--- src/rtl/lj_rx_pkg.sv ---
package lj_rx_pkg;

  typedef enum logic [1:0] {
    FR_IDLE  = 2'd0,
    FR_LEFT  = 2'd1,
    FR_RIGHT = 2'd2
  } fr_state_e;

  typedef enum logic [1:0] {
    RATIO_256  = 2'd0,
    RATIO_384  = 2'd1,
    RATIO_512  = 2'd2,
    RATIO_NONE = 2'd3
  } ratio_e;

endpackage

--- src/rtl/lj_rx_sync.sv ---
module lj_rx_sync #(
  parameter int W      = 1,
  parameter int STAGES = 2
) (
  input  logic         clk,
  input  logic         rst_n,
  input  logic [W-1:0] din,
  output logic [W-1:0] dout
);

  logic [STAGES-1:0][W-1:0] stg_q;
  logic [STAGES-1:0][W-1:0] stg_n;

  always_comb begin
    stg_n = {stg_q[STAGES-2:0], din};
  end

  always_ff @(posedge clk or negedge rst_n) begin
    if (!rst_n) begin
      stg_q <= '0;
    end else begin
      stg_q <= stg_n;
    end
  end

  assign dout = stg_q[STAGES-1];

endmodule

--- src/rtl/lj_rx_bitclk_div.sv ---
module lj_rx_bitclk_div #(
  parameter int DIV = 8
) (
  input  logic clk,
  input  logic rst_n,
  input  logic en,
  input  logic realign,
  output logic bclk,
  output logic rise
);

  localparam int CW   = $clog2(DIV);
  localparam int HALF = DIV / 2;

  logic [CW-1:0] cnt_q;
  logic [CW-1:0] cnt_n;

  always_comb begin
    if (!en || realign) begin
      cnt_n = '0;
    end else begin
      cnt_n = cnt_q + 1'b1;
    end
  end

  always_ff @(posedge clk or negedge rst_n) begin
    if (!rst_n) begin
      cnt_q <= '0;
    end else begin
      cnt_q <= cnt_n;
    end
  end

  assign bclk = cnt_q[CW-1];
  assign rise = en && (cnt_q == CW'(HALF));

endmodule

--- src/rtl/lj_rx_chan_shift.sv ---
module lj_rx_chan_shift #(
  parameter int W = 24
) (
  input  logic         clk,
  input  logic         rst_n,
  input  logic         clear,
  input  logic         shift,
  input  logic         bit_in,
  output logic [W-1:0] word
);

  localparam int CW = $clog2(W + 1);

  logic [W-1:0]  word_q, word_n;
  logic [CW-1:0] cnt_q, cnt_n;

  always_comb begin
    word_n = word_q;
    cnt_n  = cnt_q;
    if (clear) begin
      word_n = '0;
      cnt_n  = '0;
    end else if (shift && (cnt_q < CW'(W))) begin
      for (int i = 0; i < W; i++) begin
        if (cnt_q == CW'(W - 1 - i)) begin
          word_n[i] = bit_in;
        end
      end
      cnt_n = cnt_q + 1'b1;
    end
  end

  always_ff @(posedge clk or negedge rst_n) begin
    if (!rst_n) begin
      word_q <= '0;
      cnt_q  <= '0;
    end else begin
      word_q <= word_n;
      cnt_q  <= cnt_n;
    end
  end

  assign word = word_q;

endmodule

--- src/rtl/lj_serial_audio_rx.sv ---
module lj_serial_audio_rx
  import lj_rx_pkg::*;
#(
  parameter int SAMPLE_W    = 24,
  parameter int DIV         = 8,
  parameter int SYNC_STAGES = 2
) (
  input  logic                clk_master,
  input  logic                rst_n,
  input  logic                int_clk_sel,
  input  logic [1:0]          ratio_code,
  input  logic                bit_clk_ext,
  input  logic                frame_clk,
  input  logic                ser_data,
  output logic                bit_clk_out,
  output logic [SAMPLE_W-1:0] sample_l,
  output logic [SAMPLE_W-1:0] sample_r,
  output logic                sample_vld
);

  localparam int NCH = 2;

  // reset: asserted asynchronously, released on the clock
  logic [1:0] rst_pipe_q;
  logic       rst_core_n;

  always_ff @(posedge clk_master or negedge rst_n) begin
    if (!rst_n) begin
      rst_pipe_q <= '0;
    end else begin
      rst_pipe_q <= {rst_pipe_q[0], 1'b1};
    end
  end
  assign rst_core_n = rst_pipe_q[1];

  // input synchronizer: bit clock, frame clock, data share one delay
  logic [2:0] sync_s;
  lj_rx_sync #(.W(3), .STAGES(SYNC_STAGES)) u_sync (
    .clk  (clk_master),
    .rst_n(rst_core_n),
    .din  ({bit_clk_ext, frame_clk, ser_data}),
    .dout (sync_s)
  );

  logic bc_s, lr_s, sd_s;
  assign bc_s = sync_s[2];
  assign lr_s = sync_s[1];
  assign sd_s = sync_s[0];

  // edge history and mode tracking
  logic bc_d_q, lr_d_q, mode_q;
  logic bc_d_n, lr_d_n, mode_n;

  always_comb begin
    bc_d_n = bc_s;
    lr_d_n = lr_s;
    mode_n = int_clk_sel;
  end

  always_ff @(posedge clk_master or negedge rst_core_n) begin
    if (!rst_core_n) begin
      bc_d_q <= 1'b0;
      lr_d_q <= 1'b0;
      mode_q <= 1'b0;
    end else begin
      bc_d_q <= bc_d_n;
      lr_d_q <= lr_d_n;
      mode_q <= mode_n;
    end
  end

  logic lr_edge, lr_rise, lr_fall, ext_rise, mode_chg;
  assign lr_edge  = lr_s ^ lr_d_q;
  assign lr_rise  = lr_s & ~lr_d_q;
  assign lr_fall  = ~lr_s & lr_d_q;
  assign ext_rise = bc_s & ~bc_d_q;
  assign mode_chg = mode_q ^ int_clk_sel;

  logic ratio_ok, div_en, active;
  assign ratio_ok = (ratio_code != RATIO_NONE);
  assign div_en   = int_clk_sel && ratio_ok;
  assign active   = !int_clk_sel || ratio_ok;

  // internal bit clock
  logic int_rise;
  lj_rx_bitclk_div #(.DIV(DIV)) u_div (
    .clk    (clk_master),
    .rst_n  (rst_core_n),
    .en     (div_en),
    .realign(lr_edge),
    .bclk   (bit_clk_out),
    .rise   (int_rise)
  );

  logic bit_rise;
  assign bit_rise = int_clk_sel ? int_rise : ext_rise;

  // per-channel shift registers
  logic [NCH-1:0][SAMPLE_W-1:0] chan_word;

  for (genvar ch = 0; ch < NCH; ch++) begin : g_chan
    logic ch_sel, ch_clr, ch_shf;
    assign ch_sel = (lr_s == 1'(ch));
    assign ch_clr = active && lr_edge && ch_sel;
    assign ch_shf = active && bit_rise && !lr_edge && ch_sel;

    lj_rx_chan_shift #(.W(SAMPLE_W)) u_chan (
      .clk   (clk_master),
      .rst_n (rst_core_n),
      .clear (ch_clr),
      .shift (ch_shf),
      .bit_in(sd_s),
      .word  (chan_word[ch])
    );
  end

  // frame tracking and output staging
  fr_state_e             st_q, st_n;
  logic                  emit;
  logic [SAMPLE_W-1:0]   out_l_q, out_l_n, out_r_q, out_r_n;
  logic                  vld_q, vld_n;

  always_comb begin
    st_n = st_q;
    emit = 1'b0;
    if (!active || mode_chg) begin
      st_n = FR_IDLE;
    end else if (lr_fall) begin
      emit = (st_q == FR_RIGHT);
      st_n = FR_LEFT;
    end else if (lr_rise && (st_q == FR_LEFT)) begin
      st_n = FR_RIGHT;
    end
  end

  always_comb begin
    out_l_n = emit ? chan_word[0] : out_l_q;
    out_r_n = emit ? chan_word[1] : out_r_q;
    vld_n   = emit;
  end

  always_ff @(posedge clk_master or negedge rst_core_n) begin
    if (!rst_core_n) begin
      st_q    <= FR_IDLE;
      out_l_q <= '0;
      out_r_q <= '0;
      vld_q   <= 1'b0;
    end else begin
      st_q    <= st_n;
      out_l_q <= out_l_n;
      out_r_q <= out_r_n;
      vld_q   <= vld_n;
    end
  end

  assign sample_l   = out_l_q;
  assign sample_r   = out_r_q;
  assign sample_vld = vld_q;

endmodule

--- config.mk ---
export PLATFORM = sky130hd
export DESIGN_NAME = lj_serial_audio_rx
export DESIGN_NICKNAME = d
export VERILOG_FILES = /design/src/rtl/lj_rx_pkg.sv /design/src/rtl/lj_rx_sync.sv /design/src/rtl/lj_rx_bitclk_div.sv /design/src/rtl/lj_rx_chan_shift.sv /design/src/rtl/lj_serial_audio_rx.sv
export SDC_FILE = /design/constraint.sdc
export NUM_CORES = 1
export LEC_CHECK = 0
export BUFFER_PORTS_ARGS = -buffer_cell sky130_fd_sc_hd__clkbuf_2
export CORE_ASPECT_RATIO = 2
export CORE_MARGIN = 8
export CORE_UTILIZATION = 60
export CTS_CLUSTER_DIAMETER = 200
export DETAILED_ROUTE_END_ITERATION = 16
export PLACE_DENSITY = 0.8
export SLEW_MARGIN = 10
export SYNTH_ARGS = -nofsm -noshare
export SYNTH_HDL_FRONTEND = slang
export SYNTH_HIERARCHICAL = 1
export SYNTH_SLANG_ARGS = --single-unit
--- constraint.sdc ---
create_clock -name clk_master -period 7 [get_ports clk_master]
set_input_delay 1.4 -clock clk_master [delete_from_list [all_inputs] [get_ports clk_master]]
set_output_delay 1.4 -clock clk_master [all_outputs]
set_load 0.02 [all_outputs]
==> results of run 1 <==
-- layer usage --
layer  vias to the layer above  global-route usage (%)  part of all wire, %
met5                         -                       0                    0
met4                         0                    7.91                  2.4
met2                        87                    34.8                   57
met3                        19                    5.78                  4.2
met1                      1715                    18.6                   37
li1                       1598                       -                    -
-- where the power goes --
group          leakage, nW  switching (mW)  internal, mW
logic                 1.47          0.0389        0.0204
registers             1.69         0.00932         0.719
clock network        0.314           0.295         0.648
-- layout make-up --
type	count	area (um2)	area share, %
Inverter	14	52.6	0.808
Timing Repair Buffer	61	319	4.91
Sequential cell	123	3080	47.4
Multi-Input combinational cell	285	2270	35.0
Clock buffer	24	512	7.87
Clock inverter	6	133	2.04
Tap cell	102	128	1.96
-- per-stage QoR --
step | std cells | worst slack [ns]
2_1_floorplan | 443 | 3.32
3_5_place_dp | 585 | 3.25
3_3_place_gp | 585 | 3.36
6_report | 615 | 3.72
5_1_grt | 615 | 3.51
4_1_cts | 615 | 3.71
-- cell families (layout without fill, tap and decap cells) --
kind of cell,Yosys count,count (layout)
and+or+nand+nor,151,151
other,1,1
AOI/OAI and AO/OA,16,16
buffers and inverters,35,105
xor gates and xnor gates,3,3
adders and majority gates,14,14
muxes,100,100
DFF,123,123
-- registers in the layout (all words and copies together), names as in the netlist, 3 cells and up --
register             flops
u_sync/dout              3
u_sync/stg_n             3
sample_r                24
g_chan.u_chan/cnt_q     10
sample_l                24
g_chan.u_chan/word      48
u_div/cnt_q              3
-- layout by cell type, fill, tap and decap left out, types with 2 or more instances in the layout --
| cell type | Yosys | final |
|---|---|---|
| clkbuf_8 | 0 | 6 |
| inv_1 | 14 | 14 |
| mux2_4 | 2 | 2 |
| o21ai_0 | 2 | 2 |
| nand2_1 | 38 | 38 |
| nor2b_1 | 6 | 6 |
| a21boi_4 | 2 | 2 |
| mux2i_1 | 50 | 50 |
| mux2_2 | 39 | 39 |
| and4b_1 | 2 | 2 |
| a311oi_2 | 0 | 2 |
| ha_1 | 14 | 14 |
| mux2_1 | 9 | 9 |
| clkbuf_16 | 0 | 17 |
| or2b_1 | 2 | 2 |
| nand2b_1 | 54 | 54 |
| nor2_1 | 15 | 15 |
| dfrtp_1 | 123 | 122 |
| clkbuf_2 | 0 | 57 |
| nand3_1 | 12 | 12 |
| xnor2_1 | 3 | 3 |
| a21oi_1 | 6 | 6 |
| nor3_1 | 3 | 3 |
| nand4_2 | 2 | 2 |
| and3_1 | 2 | 2 |
| a31o_2 | 2 | 2 |
| and3b_1 | 6 | 6 |
| and2b_1 | 2 | 2 |
| and2_1 | 2 | 2 |
| bufinv_16 | 0 | 4 |
| buf_4 | 5 | 3 |
| and4bb_2 | 2 | 2 |
-- path summary, 6_finish.rpt --
path | startpoint | depth (start not counted) | slack, ns | end
min reg2reg | rst_pipe_q[1] | 0 | 0.26 | sample_r[4]
max in group asynchronous | rst_pipe_q[1] | 1 | 5.62 | sample_r[14]
max reg2reg | u_sync/dout[1] | 6 | 4.25 | g_chan[0].u_chan/word[3]
max | ratio_code[0] | 9 | 3.72 | g_chan[1].u_chan/cnt_q[3]
min | rst_pipe_q[1] | 0 | 0.26 | sample_r[4]
min in group clk_master | u_sync/stg_n[5] | 0 | 0.34 | u_sync/dout[2]
-- worst max-delay path: stages --
cell,delay [ns]
clkbuf_2,0.11
nand2_1,0.13
and2_1,0.17
and3_2,0.19
a31oi_1,0.10
nor3_1,0.59
a21boi_4,0.39
nand4_2,0.15
mux2_4,0.33
==> impl_metrics.yaml, run 1 <==
logic_synthesis:
  synth-edff-count: 0
  yosys.area_share.simple_pct: 15.6
  synthMuxAreaShare_pct: 19.4
  avgSynthCellArea_um2: 12.4
  synth.distinct_cells: 37
  synth_compound_area_share_pct: 2.32
  synthAdderAreaFrac_pct: 3.18
  netlist_area_um2: 5510
  netlist_instances: 443
  ys.flop_type: "dfrtp_1"
  synth_top_family_by_area: "multiplexers"
  yosys.cell_count.top_type: "dfrtp_1"
  synth_top_area_share_pct: 55.9
  synthTopCellsByCount: "dfrtp_1 (123), nand2b_1 (54), mux2i_1 (50)"
  ys_ff_latch: 123
  synth_fp_nets: 465
  yosysSeqAreaShare_pct: 55.9
  yosys.area.top_type: "dfrtp_1"
  yosys-top-cells-area: "dfrtp_1 (56%), mux2i_1 (9.1%), mux2_2 (8.0%)"
  yosysWarnings: 6
  synth_xor_area_share_pct: 0.477
  async_flop_share_pct: 100
placement:
  place_congestion: 0.816
  postPlaceCellArea_um2: 5850
  numPortBuffers: 57
  dpl.hpwl_um: 7440
power_and_ir_drop:
  peakVddDrop_uv: 222
  total_power_mw: 1.73
  power_density_nw_per_um2: 266
  p_leak_nw: 3.48
clock_network:
  cts_num_sinks: 123
  cts_tree: "done"
  clk_pin_slew_worst_paths_ns: 0.05
  htree_levels: 4
  cts-resized-gates: 0
  cts_buffers: 17
  clk_latency_ns: 0.41
  post_cts_buffers: 0
  clockBufferDepth: 2
  ctsRootBufferMaster: "clkbuf_16"
  cts_hold_buf: 0
routing:
  drt-total-wl_um: 11200
  wl_per_cell_um: 18.2
  ant_nets: 0
  first_iter_violations: 181
  via_per_inst: 5.56
  drtPass1Iterations: 4
  via_count: 3419
  route.detailed.drc: 0
sta:
  finalMaxSlewViolations: 0
  max_freq_mhz: 305
  tightestPinTransition_ns: 1.04
  period_minus_slack_ns: 3.28
  fin_setup_tns_ns: 0
  clock_skew_ns: 0.00809
  hold_ws_ns: 0.263
  rsz0062_at_grt: "false"
  max_slew_margin_pct: 30.4
  period_share_pct: 46.8
  finalHoldViolations: 0
  setup_viol: 0
critical_path:
  end_kind: "register"
  cp_data_arrival_time_ns: 3.57
  crit_path_max_fanout: 9
  start_kind: "input port"
  required_ns: 7.29
  criticalPathCategory: "input port to register"
die:
  initial_core_util_pct: 61.6
  fp.dieH_um: 152
  placementRows: 49
  die_w_um: 83.8
  dieArea_um2: 12700
  io_pins: 58
  coreArea_um2: 8950
run_status:
  status: "finished clean"
layout:
  nNetsFinal: 524
  layout-drive-gt1-share_pct: 28.3
  stdcell_area_um2: 6500
  diodes: 0
  area_growth_syn_to_layout_pct: 18.0
  fillCellCount: 590
  final_util_pct: 72.6
grt:
  grt_use_total_pct: 18.7
  antenna_found_initial: 0
  grt_overflow_total: 0
  grt_pass1_wl_um: 18800
  grt_max_degree: 90
  grt_pass1_vias: 3869
worst_hold_path:
  min_path_type: "register to async pin"
run:
  timing.max_cap.violations: 0
No activity file was read; power rests on OpenSTA's default activity.
==> run 2, diff against run 1 <==
--- a/config.mk
+++ b/config.mk
@@ -8,10 +8,10 @@
 export BUFFER_PORTS_ARGS = -buffer_cell sky130_fd_sc_hd__clkbuf_2
 export CORE_ASPECT_RATIO = 2
 export CORE_MARGIN = 8
-export CORE_UTILIZATION = 60
+export CORE_UTILIZATION = 58
 export CTS_CLUSTER_DIAMETER = 200
 export DETAILED_ROUTE_END_ITERATION = 16
-export PLACE_DENSITY = 0.8
+export PLACE_DENSITY = 0.78
 export SLEW_MARGIN = 10
 export SYNTH_ARGS = -nofsm -noshare
 export SYNTH_HDL_FRONTEND = slang
==> constraint.sdc (replaced) <==
create_clock -name clk_master -period 3.3 [get_ports clk_master]
set_input_delay 0.66 -clock clk_master [delete_from_list [all_inputs] [get_ports clk_master]]
set_output_delay 0.66 -clock clk_master [all_outputs]
set_load 0.02 [all_outputs]
==> run 2 against run 1 <==
Global-route usage shrank 0.54 points. Cell area shrank 0.35%. Setup slack got worse by 3.1 ns. Die area increased by 2.9%. First-iteration DRC count shrank 29%. Clock skew rose by 0.00057 ns. Core utilization down 3.1 points. Sequential power is 110% higher. Non-clock buffer count up 5. Combinational power increased by 110%. Sequential cell count unchanged. Sequential share of layout area grew 0.16 points. Largest cell class unchanged. Largest power group unchanged. Highest routed layer unchanged.
==> impl_metrics.yaml, run 2 (synthesis results as in run 1) <==
routing:
  ant_nets: 0
  wl_per_cell_um: 17.3
  drtPass1Iterations: 4
  via_count: 3432
  drt-total-wl_um: 10800
  route.detailed.drc: 0
  via_per_inst: 5.51
  first_iter_violations: 128
placement:
  place_inst: 592
  numPortBuffers: 57
  dpl.hpwl_um: 7610
  place_congestion: 0.832
  postPlaceCellArea_um2: 5890
sta:
  rsz0062_at_grt: "false"
  max_freq_mhz: 375
  tightestPinTransition_ns: 0.755
  finalMaxSlewViolations: 0
  clock_skew_ns: 0.00866
  period_minus_slack_ns: 2.66
  period_share_pct: 80.7
  finalHoldViolations: 0
  max_slew_margin_pct: 49.3
  setup_viol: 0
  fin_setup_tns_ns: 0
run:
  timing.max_cap.violations: 0
power_and_ir_drop:
  seqPwrFrac_pct: 44.2
  p_leak_nw: 3.47
  combPwrFrac_pct: 3.5
  peakVddDrop_uv: 506
  p_int_mw: 2.79
  power_density_nw_per_um2: 542
  switchingPower_uw: 720
  p_sw_share_pct: 20.5
  p_clk_share_pct: 52.3
clock_network:
  cts_tree: "done"
  cts_buffers: 17
  cts_num_sinks: 123
  cts-resized-gates: 0
  htree_levels: 4
  cts_hold_buf: 0
  clockBufferDepth: 2
  clk_latency_ns: 0.41
  clk_pin_slew_worst_paths_ns: 0.05
  post_cts_buffers: 0
  ctsRootBufferMaster: "clkbuf_16"
worst_hold_path:
  min_path_type: "input port to async pin"
critical_path:
  cpMostUsedCell: "inv_1"
  criticalPathCategory: "register to register"
  start_kind: "register"
  slowest_delay_ns: 0.64
  slowest_stage: "nor3_1"
  end_kind: "register"
  crit_path_max_fanout: 9
  required_ns: 3.59
  cp_data_arrival_time_ns: 2.95
  cp_cell_sequence: "inv_1 > ha_1 > inv_1 > nor3_1 > a21boi_4 > nand4_2 > mux2_4"
die:
  initial_core_util_pct: 59.1
  coreArea_um2: 9320
  placementRows: 50
  io_pins: 58
  dieArea_um2: 13100
  fp.dieH_um: 154
  die_w_um: 84.9
layout:
  final_common_cell: "dfrtp_1"
  diodes: 0
  area_growth_syn_to_layout_pct: 17.6
  final_cells: 623
  fillCellCount: 674
  register_area_um2: 3080
  stdcell_area_um2: 6480
  nNetsFinal: 529
  largest_reg_flops: 48
  final_util_pct: 69.5
  layout-drive-gt1-share_pct: 28.5
  layout_common_cells: "dfrtp_1 (122), clkbuf_2 (57), nand2b_1 (54), mux2i_1 (50), mux2_2 (39)"
  multiInputGateArea_um2: 2270
run_status:
  status: "finished clean"
grt:
  grt_pass1_vias: 3849
  grt_pass1_wl_um: 18500
  antenna_found_initial: 0
  grt_overflow_total: 0
  grt_use_total_pct: 18.2
  grt_max_degree: 57
[run 2: worst max-delay path, delay by kind of cell, from the launching register on]
kind / cells / cell delay [ns]
and+or+nand+nor: 2 / 0.78
DFF: 1 / 0.44
AOI/OAI and AO/OA: 1 / 0.39
adders and majority gates: 1 / 0.38
muxes: 1 / 0.32
buffers and inverters: 2 / 0.23
[run 2: final cells by class]
class,instances,area share (%)
clock buffer,23,7.22
clock inverter,8,1.82
sequential,123,47.6
timing repair buffer,66,5.45
inverter,14,0.811
multi-input combinational,285,35.1
tap,104,2.01
[run 2: power groups by stage]
stage | Sequential, mW | Combinational, mW | Clock (mW)
6_report | 1.55 | 0.123 | 1.83
5_1_grt | 1.55 | 0.138 | 1.94
4_1_cts | 1.55 | 0.126 | 1.87
3_5_place_dp | 1.58 | 0.126 | 0
3_3_place_gp | 1.57 | 0.121 | 0
2_1_floorplan | 1.58 | 0.0736 | 0
[run 2: per-stage QoR]
stage	worst slack, ns	total power, mW	hold WS [ns]
3_3_place_gp	0.511	1.70	0.333
3_5_place_dp	0.383	1.70	0.336
2_1_floorplan	0.894	1.65	0.331
5_1_grt	0.365	3.63	0.00137
4_1_cts	0.637	3.55	0.00924
6_report	0.636	3.51	0.0266
[run 2: worst paths after layout]
check,startpoint,to,slack (ns),cells after the start
worst max register to register,u_sync/dout[1],g_chan[1].u_chan/cnt_q[3],0.64,7
max in group asynchronous,rst_pipe_q[1],sample_l[0],2.08,1
worst min-delay path,rst_n,rst_pipe_q[1],0.03,1
worst min register to register,u_sync/stg_n[4],u_sync/dout[1],0.35,0
worst max-delay path,u_sync/dout[1],g_chan[1].u_chan/cnt_q[3],0.64,7
min in group clk_master,u_sync/stg_n[4],u_sync/dout[1],0.35,0
[run 2: per-layer routing]
metal | up-vias | share of wire [%] | global-route usage [%] | wire length (um)
met3 | 26 | 2.7 | 4.86 | 294
li1 | 1614 | - | - | -
met5 | - | 0 | 0 | 0
met4 | 0 | 3.0 | 10.4 | 321
met2 | 68 | 57 | 33.5 | 6080
met1 | 1724 | 38 | 17.4 | 4060
